$ cat src/rtl/nic_pkg.sv
package nic_pkg;

    localparam int NSRC  = 9;
    localparam int IDXW  = 4;
    localparam int VECW  = 16;
    localparam int NLVL  = 2;
    localparam int NPIN_EN = 7;

    typedef logic [NSRC-1:0] src_mask_t;
    typedef logic [IDXW-1:0] src_idx_t;

    typedef struct packed {
        logic            take;
        logic            take_hi;
        logic            pend;
        logic [NLVL-1:0] insvc;
        logic [VECW-1:0] vec;
    } ctl_state_t;

    // polling slot (0 = served first) to source number
    function automatic src_idx_t slot_src(input int slot);
        case (slot)
            0:       return 4'd8;
            1:       return 4'd0;
            2:       return 4'd6;
            3:       return 4'd1;
            4:       return 4'd2;
            5:       return 4'd3;
            6:       return 4'd7;
            7:       return 4'd4;
            default: return 4'd5;
        endcase
    endfunction

    // vectors are spaced by eight bytes starting at offset three
    function automatic logic [VECW-1:0] vec_of(input src_idx_t k);
        return {{(VECW-IDXW-3){1'b0}}, k, 3'b011};
    endfunction

endpackage

$ cat src/rtl/nic_sec_en.sv
module nic_sec_en #(
    parameter int          DW      = 8,
    parameter logic [7:0]  WR_MASK = 8'h03
) (
    input  logic          clk,
    input  logic          rst_n,
    input  logic          we,
    input  logic [DW-1:0] wdata,
    output logic [DW-1:0] rdata,
    output logic          en_psm,
    output logic          en_i2c
);

    typedef struct packed {
        logic [DW-1:0] bits;
    } sec_state_t;

    sec_state_t st_d, st_q;

    always_comb begin
        st_d = st_q;
        if (we) begin
            st_d.bits = wdata & DW'(WR_MASK);
        end
    end

    always_ff @(posedge clk or negedge rst_n) begin
        if (!rst_n) begin
            st_q <= '0;
        end else begin
            st_q <= st_d;
        end
    end

    assign rdata  = st_q.bits;
    assign en_psm = st_q.bits[1];
    assign en_i2c = st_q.bits[0];

    // a write shows up next cycle with the reserved bits forced to zero
    p_wr_mask_r2: assert property (@(posedge clk) disable iff (!rst_n)
        we |=> (rdata == {{(DW-2){1'b0}}, $past(wdata[1:0])}));

endmodule

$ cat src/rtl/nic_req_gate.sv
module nic_req_gate
    import nic_pkg::*;
(
    input  src_mask_t            src_req,
    input  logic [2:0]           alt_req,
    input  logic [NPIN_EN-1:0]   src_en,
    input  logic                 en_i2c,
    input  logic                 en_psm,
    input  logic                 glb_en,
    input  src_mask_t            prio_hi,
    output src_mask_t            cand_hi,
    output src_mask_t            cand_lo
);

    src_mask_t merged;
    src_mask_t enables;
    src_mask_t qual;

    // sources built from two flags each: serial (4), timer 2 (5), I2C/SPI (7)
    always_comb begin
        merged    = src_req;
        merged[4] = src_req[4] | alt_req[0];
        merged[5] = src_req[5] | alt_req[1];
        merged[7] = src_req[7] | alt_req[2];
    end

    assign enables = {en_psm, en_i2c, src_en};
    assign qual    = merged & enables & {NSRC{glb_en}};
    assign cand_hi = qual & prio_hi;
    assign cand_lo = qual & ~prio_hi;

endmodule

$ cat src/rtl/nic_level_pick.sv
module nic_level_pick
    import nic_pkg::*;
(
    input  src_mask_t cand,
    output logic      found,
    output src_idx_t  idx
);

    src_mask_t ordered;

    for (genvar s = 0; s < NSRC; s++) begin : g_slot
        assign ordered[s] = cand[slot_src(s)];
    end

    // scan downward so the earliest slot overwrites the later ones
    always_comb begin
        found = 1'b0;
        idx   = '0;
        for (int s = NSRC - 1; s >= 0; s--) begin
            if (ordered[s]) begin
                found = 1'b1;
                idx   = slot_src(s);
            end
        end
    end

endmodule

$ cat src/rtl/nest_irq_ctrl.sv
module nest_irq_ctrl
    import nic_pkg::*;
(
    input  logic         clk,
    input  logic         rst_n,
    input  logic [8:0]   src_req,
    input  logic [2:0]   alt_req,
    input  logic [6:0]   src_en,
    input  logic         glb_en,
    input  logic [8:0]   prio_hi,
    input  logic         sec_we,
    input  logic [7:0]   sec_wdata,
    output logic [7:0]   sec_rdata,
    input  logic         cpu_ack,
    input  logic         reti,
    output logic         irq_take,
    output logic [15:0]  irq_vector,
    output logic [1:0]   in_service
);

    localparam int LVL_LO = 0;
    localparam int LVL_HI = 1;

    logic      en_psm, en_i2c;
    src_mask_t cand [NLVL];
    logic      lvl_found [NLVL];
    src_idx_t  lvl_idx [NLVL];

    ctl_state_t s_d, s_q;

    nic_sec_en #(.DW(8), .WR_MASK(8'h03)) u_sec (
        .clk    (clk),
        .rst_n  (rst_n),
        .we     (sec_we),
        .wdata  (sec_wdata),
        .rdata  (sec_rdata),
        .en_psm (en_psm),
        .en_i2c (en_i2c)
    );

    nic_req_gate u_gate (
        .src_req (src_req),
        .alt_req (alt_req),
        .src_en  (src_en),
        .en_i2c  (en_i2c),
        .en_psm  (en_psm),
        .glb_en  (glb_en),
        .prio_hi (prio_hi),
        .cand_hi (cand[LVL_HI]),
        .cand_lo (cand[LVL_LO])
    );

    for (genvar l = 0; l < NLVL; l++) begin : g_lvl
        nic_level_pick u_pick (
            .cand  (cand[l]),
            .found (lvl_found[l]),
            .idx   (lvl_idx[l])
        );
    end

    always_comb begin
        s_d      = s_q;
        s_d.take = 1'b0;

        // the acknowledge counts only after the strobe cycle
        if (s_q.pend && !s_q.take && cpu_ack) begin
            s_d.pend = 1'b0;
        end

        if (reti) begin
            if (s_q.insvc[LVL_HI]) begin
                s_d.insvc[LVL_HI] = 1'b0;
            end else begin
                s_d.insvc[LVL_LO] = 1'b0;
            end
        end else if (!s_q.pend) begin
            if (lvl_found[LVL_HI] && !s_q.insvc[LVL_HI]) begin
                s_d.take          = 1'b1;
                s_d.take_hi       = 1'b1;
                s_d.pend          = 1'b1;
                s_d.insvc[LVL_HI] = 1'b1;
                s_d.vec           = vec_of(lvl_idx[LVL_HI]);
            end else if (lvl_found[LVL_LO] && (s_q.insvc == '0)) begin
                s_d.take          = 1'b1;
                s_d.take_hi       = 1'b0;
                s_d.pend          = 1'b1;
                s_d.insvc[LVL_LO] = 1'b1;
                s_d.vec           = vec_of(lvl_idx[LVL_LO]);
            end
        end
    end

    always_ff @(posedge clk or negedge rst_n) begin
        if (!rst_n) begin
            s_q <= '0;
        end else begin
            s_q <= s_d;
        end
    end

    assign irq_take   = s_q.take;
    assign irq_vector = s_q.vec;
    assign in_service = s_q.insvc;

    // strobe never lasts two cycles
    p_take_single_r10: assert property (@(posedge clk) disable iff (!rst_n)
        irq_take |=> !irq_take);

    // vector frozen while waiting for acknowledge
    p_vec_hold_r10: assert property (@(posedge clk) disable iff (!rst_n)
        (s_q.pend && !s_q.take) |-> $stable(irq_vector));

    // a take follows a cycle with the global enable set
    p_gate_r3: assert property (@(posedge clk) disable iff (!rst_n)
        irq_take |-> $past(glb_en));

    // low-level take only from an idle state
    p_lo_blocked_r8: assert property (@(posedge clk) disable iff (!rst_n)
        (irq_take && !s_q.take_hi) |-> ($past(s_q.insvc) == 2'b00));

    // no high-level take on top of a high-level handler
    p_hi_blocked_r8: assert property (@(posedge clk) disable iff (!rst_n)
        (irq_take && s_q.take_hi) |-> !$past(s_q.insvc[LVL_HI]));

    // the taken level is marked in service
    p_mark_r7: assert property (@(posedge clk) disable iff (!rst_n)
        irq_take |-> in_service[s_q.take_hi]);

    // a return drops the high level first
    p_reti_r9: assert property (@(posedge clk) disable iff (!rst_n)
        (reti && s_q.insvc[LVL_HI]) |=> !s_q.insvc[LVL_HI]);

endmodule

$ cat config.mk
export PLATFORM = sky130hd
export DESIGN_NAME = nest_irq_ctrl
export DESIGN_NICKNAME = d
export VERILOG_FILES = /design/src/rtl/nic_pkg.sv /design/src/rtl/nic_sec_en.sv /design/src/rtl/nic_req_gate.sv /design/src/rtl/nic_level_pick.sv /design/src/rtl/nest_irq_ctrl.sv
export SDC_FILE = /design/constraint.sdc
export NUM_CORES = 1
export LEC_CHECK = 0
export ABC_AREA = 1
export BUFFER_PORTS_ARGS = -buffer_cell sky130_fd_sc_hd__buf_2
export CORE_MARGIN = 4
export CORE_UTILIZATION = 30
export CTS_CLUSTER_DIAMETER = 40
export DETAILED_ROUTE_END_ITERATION = 16
export GPL_ROUTABILITY_DRIVEN = 0
export SLEW_MARGIN = 10
export SYNTH_ARGS = -nofsm -noshare
export SYNTH_HDL_FRONTEND = slang
export SYNTH_HIERARCHICAL = 1
export SYNTH_SLANG_ARGS = --single-unit
$ cat constraint.sdc
create_clock -name clk -period 2.1 [get_ports clk]
set_input_delay 0.105 -clock clk [delete_from_list [all_inputs] [get_ports clk]]
set_output_delay 0.105 -clock clk [all_outputs]
set_load 0.03 [all_outputs]
=== After elaboration in Yosys (flattened, before gate mapping) ===
Index checks and enable logic that the tools add are counted.

* Flip-flop bits (word level): 23
* Input port bits: 42

* Equal/unequal tests: 3
* Multiplexer cells: 47
* Bitwise gates (word level): 10
* Reduce and logical (&&, ||, !) cells: 13

{| class="wikitable"
|+ Operators by type and width
! cell !! number
|-
| 3-bit 2-to-1 mux || 19
|-
| 9-bit AND || 4
|-
| 1-bit 2-to-1 mux || 22
|-
| 21-bit 2-to-1 mux || 1
|-
| 17-bit 2-to-1 mux || 1
|-
| 16-bit 2-to-1 mux || 1
|-
| 9-bit inverter || 1
|-
| 4-bit 2-to-1 mux || 2
|-
| 2-bit inequality test (second input constant) || 3
|-
| 2-bit nonzero test || 3
|-
| 1-bit logical AND || 4
|-
| 4-bit AND reduction || 1
|-
| 1-bit OR || 3
|-
| 3-bit AND reduction || 1
|-
| 1-bit logical NOT || 2
|-
| 2-bit logical NOT || 1
|-
| 2-bit 2-to-1 mux || 1
|-
| 1-bit inverter || 2
|-
| 2-bit AND reduction || 1
|}

=== Logic depth before layout (Yosys ltp) ===
* Depth in word-level cells: 18
* Gate-level depth with buffers: 12
* Gate-level depth less buffers: 11

=== Hierarchy ===
The synthesis kept the hierarchy.

{| class="wikitable"
|+ Modules (own cells, without submodules)
! module !! instances !! cells an instance !! area each (um2)
|-
| nest_irq_ctrl || 1 || 71 || 588.1
|-
| nic_level_pick || 2 || 26 || 121.4
|-
| nic_req_gate || 1 || 40 || 172.7
|-
| nic_sec_en || 1 || 18 || 140.1
|}

=== Worst setup path before layout ===
Ideal clock, no wire load.

* Kind: reg2reg
* Start point: reg u_sec.st_q (netlist bit u_sec/rdata[1])
* End point: reg s_q (netlist bit irq_vector[3])
* Library setup time: 0.117 ns
* Arrival time: 1.350 ns
* Slack: 0.633 ns
* Cell stages (with the launch flop): 11
* Cell sequence: dfrtp_1 > nand3_1 > nor2_1 > nor2_1 > nand2_1 > inv_1 > nand4_1 > nand3_4 > nand2_4 > nand2_1 > nand2_1

{| class="wikitable"
|+ RTL lines
! what !! RTL line !! source
|-
| start, declared || nic_sec_en.sv:18 || <nowiki>sec_state_t st_d, st_q;</nowiki>
|-
| start signal, assigned || nic_sec_en.sv:31 || <nowiki>st_q <= st_d;</nowiki>
|-
| end signal, assigned || nest_irq_ctrl.sv:95 || <nowiki>s_q <= '0;</nowiki>
|-
| end signal, assigned || nest_irq_ctrl.sv:97 || <nowiki>s_q <= s_d;</nowiki>
|-
| end, declared || nest_irq_ctrl.sv:29 || <nowiki>ctl_state_t s_d, s_q;</nowiki>
|}

==> flow_summary.yaml <==
run_status:
  run_status: "finished, final reports clean"
worst_setup_path:
  arrival_ps: 1790
  worstSetupEndpointType: "register"
  cp.required_ps: 2230
  critical_path.startpoint_type: "register"
  worst-setup-path-type: "register to register"
  worst-path-max-fanout: 7
detailed_routing:
  detailroute.via_count: 1043
  detail_route.vias_per_cell: 3.94
  drt_first_iter_violations: 10
  drc: 0
  routed_wire_length_per_instance_um: 8.54
  wl_um: 2260
  antenna_violating_nets_post_route: 0
  detail_route.first_pass.iterations: 4
floorplanning:
  io_pins: 69
  rows: 22
  design.die.area_mm2: 0.00486
  fp.dieW_um: 69.7
  core_area_mm2: 0.00366
  die_height_um: 69.7
  floorplan.initialDensity_pct: 31.2
sta:
  grt_setup_unrepaired: "false"
  clock-skew-final_ps: 2.62
  finalSetupViolCount: 0
  final_cycle_utilization_of_the_critical_path_pct: 79.4
  drv_slew: 0
  final.setup.tns_ps: 0
  timing.final.crit_period_ps: 1670
  finalHoldViolCount: 0
  clock.fmax_mhz: 600
placement:
  dp.final_hpwl_um: 2050
  placement.io_buffers: 46
  placed_cell_area_mm2: 0.00126
yosys:
  cell_taking_the_most_area_after_synthesis: "sky130_fd_sc_hd__dfrtp_1"
  synthesis.instances: 181
  synth.lib_cells_used.distinct: 20
  postSynthRegisterBits: 11
  ys_top_cells_by_area: "sky130_fd_sc_hd__dfrtp_1 (24%), sky130_fd_sc_hd__buf_4 (18%), sky130_fd_sc_hd__nand2_1 (15%), sky130_fd_sc_hd__inv_1 (8.9%), sky130_fd_sc_hd__nor2_1 (7.2%)"
  synth.avg_cell_area_um2: 6.32
  synth_warnings: 6
  netlist_area_mm2: 0.00114
  synth_sequential_area_ratio_pct: 24.1
  yosys.area.top_type_share_pct: 24.1
clock_tree:
  cts_tree: "done"
  clk_pin_slew_worst_paths_ps: 50
  total_cts_buffers: 3
  cts_root_buffer: "sky130_fd_sc_hd__clkbuf_8"
  worst_skew_pair.late_latency_ps: 230
  clock_tree.htree_level_count: 1
  clock_sinks: 11
  ctsResizeCount: 0
  cts_buffer_depth: 2
hold_path:
  holdCritPathClass: "input port to register"
global_routing:
  grt_pass1_vias: 1011
  grt_usage_pct: 9.65
  grt_start_max_net_pins: 12
  grt_remaining_overflow: 0
  grt_pass1_wl_um: 4010
  grt_antenna_before_repair: 0
power:
  power.ir.vdd_worst_v: 0.000401
  power.total_uw: 946
  leakage_nw: 0.789
  power.density_cell_area_mw_per_mm2: 716
finish:
  design_area_mm2: 0.00132
  nNetsFinal: 260
  antenna_cells: 0
  final_layout_size_suffix_gt1_share_pct: 29.5
  layout.filler_cells: 413
  syn_to_final_growth_pct: 15.4
flow_run:
  max_cap_viol_count: 0
-- power breakdown --
group / internal [mW] / switching, mW
clock network: 0.133 / 0.0739
logic: 0.134 / 0.299
registers: 0.265 / 0.0399
total: 0.532 / 0.413
-- stage by stage --
stage,hold slack [ps],utilization [%],worst slack [ps],std cells
2_1_floorplan,-191,-,633,195
3_3_place_gp,-14.9,34.6,446,260
3_5_place_dp,-10.4,34.6,437,260
4_1_cts,58.2,36.1,421,265
5_1_grt,75.1,36.1,265,265
6_report,64.9,36.1,433,265
-- cells in the mapped netlist --
| cell | instances |
|---|---|
| sky130_fd_sc_hd__nand2_1 | 45 |
| sky130_fd_sc_hd__buf_4 | 28 |
| sky130_fd_sc_hd__inv_1 | 27 |
| sky130_fd_sc_hd__nor2_1 | 22 |
| sky130_fd_sc_hd__nand3_1 | 15 |
| sky130_fd_sc_hd__dfrtp_1 | 11 |
| sky130_fd_sc_hd__nor3_1 | 6 |
| sky130_fd_sc_hd__a21oi_1 | 4 |
| sky130_fd_sc_hd__inv_2 | 4 |
| sky130_fd_sc_hd__nor2_4 | 3 |
| sky130_fd_sc_hd__a21oi_2 | 2 |
| sky130_fd_sc_hd__conb_1 | 2 |
| sky130_fd_sc_hd__nand2_2 | 2 |
| sky130_fd_sc_hd__nand3_4 | 2 |
| sky130_fd_sc_hd__nand4_1 | 2 |
| sky130_fd_sc_hd__o21ai_0 | 2 |
| sky130_fd_sc_hd__a21boi_0 | 1 |
| sky130_fd_sc_hd__buf_6 | 1 |
| sky130_fd_sc_hd__nand2_4 | 1 |
| sky130_fd_sc_hd__nor2_2 | 1 |
-- layout make-up --
type                            count  area (µm²)  share of cell area (%)
Timing Repair Buffer               47         240                    18.2
Multi-Input combinational cell    124         583                    44.2
Clock buffer                        4        45.0                    3.41
Inverter                           31         116                    8.82
Sequential cell                    11         275                    20.9
Tap cell                           48        60.1                    4.55
-- critical path, stage by stage, from the launching register on --
cell and delay, ps:
sky130_fd_sc_hd__dfrtp_1 390, sky130_fd_sc_hd__nand3_1 110, sky130_fd_sc_hd__nor2_1 60, sky130_fd_sc_hd__nor2_1 130, sky130_fd_sc_hd__nand2_1 80, sky130_fd_sc_hd__inv_1 50, sky130_fd_sc_hd__nand4_1 290, sky130_fd_sc_hd__nand3_4 240
sky130_fd_sc_hd__nand2_4 90, sky130_fd_sc_hd__nand2_1 80, sky130_fd_sc_hd__nand2_1 50
-- cell families (layout without fill, tap and decap cells) --
logic type             count (synthesis)  after routing  share of synthesized area (%)
AOI/OAI and AO/OA                      9              9                           4.81
buffers and inverters                 60             82                           29.5
DFF                                   11             11                           24.1
other                                  2             16                          0.657
and+or+nand+nor                       99             99                           40.9
-- registers in the layout, indices dropped and copies added (netlist names) --
register	cells
u_sec/rdata	2
s_q	1
irq_take	1
in_service	2
irq_vector	5
-- repair_timing --
action | CTS | global route
hold buffers | 1 | 0
endpoints found under the hold margin | 11 | 0
buffers inserted | 0 | 0
-- cells in the final DEF (no fill, tap or decap), types with 2 or more instances in the layout --
master / instances
sky130_fd_sc_hd__a21oi_1: 4
sky130_fd_sc_hd__conb_1: 16
sky130_fd_sc_hd__inv_1: 27
sky130_fd_sc_hd__buf_2: 46
sky130_fd_sc_hd__inv_2: 4
sky130_fd_sc_hd__nor2_4: 3
sky130_fd_sc_hd__nand2_1: 45
sky130_fd_sc_hd__nand3_4: 2
sky130_fd_sc_hd__nor2_1: 22
sky130_fd_sc_hd__clkbuf_8: 3
sky130_fd_sc_hd__dfrtp_1: 11
sky130_fd_sc_hd__o21ai_0: 2
sky130_fd_sc_hd__nand2_2: 2
sky130_fd_sc_hd__nand4_1: 2
sky130_fd_sc_hd__a21oi_2: 2
sky130_fd_sc_hd__nor3_1: 6
sky130_fd_sc_hd__nand3_1: 15
-- path summary, 6_finish.rpt --
kind                                       end  slack, ps            from  depth (start not counted)
worst max-delay path             irq_vector[5]        430  u_sec/rdata[1]                         10
worst min register to register   irq_vector[1]        480   irq_vector[1]                          2
max in group asynchronous             irq_take       1630           rst_n                          2
min in group asynchronous        in_service[0]        270           rst_n                          2
worst min-delay path            u_sec/rdata[0]         60    sec_wdata[0]                          3
worst max register to register   irq_vector[5]        430  u_sec/rdata[1]                         10
-- routing by layer --
metal / vias to the layer above / GRT usage (%) / wire (µm) / part of all wire, %
li1: 580 / - / - / -
met4: 0 / 1.28 / 7 / 0.31
met1: 426 / 12.2 / 1010 / 45
met2: 35 / 15.9 / 1040 / 46
met5: - / 0 / 0 / 0
met3: 2 / 3.91 / 201 / 8.9
Power figures use the tool's default switching activity.
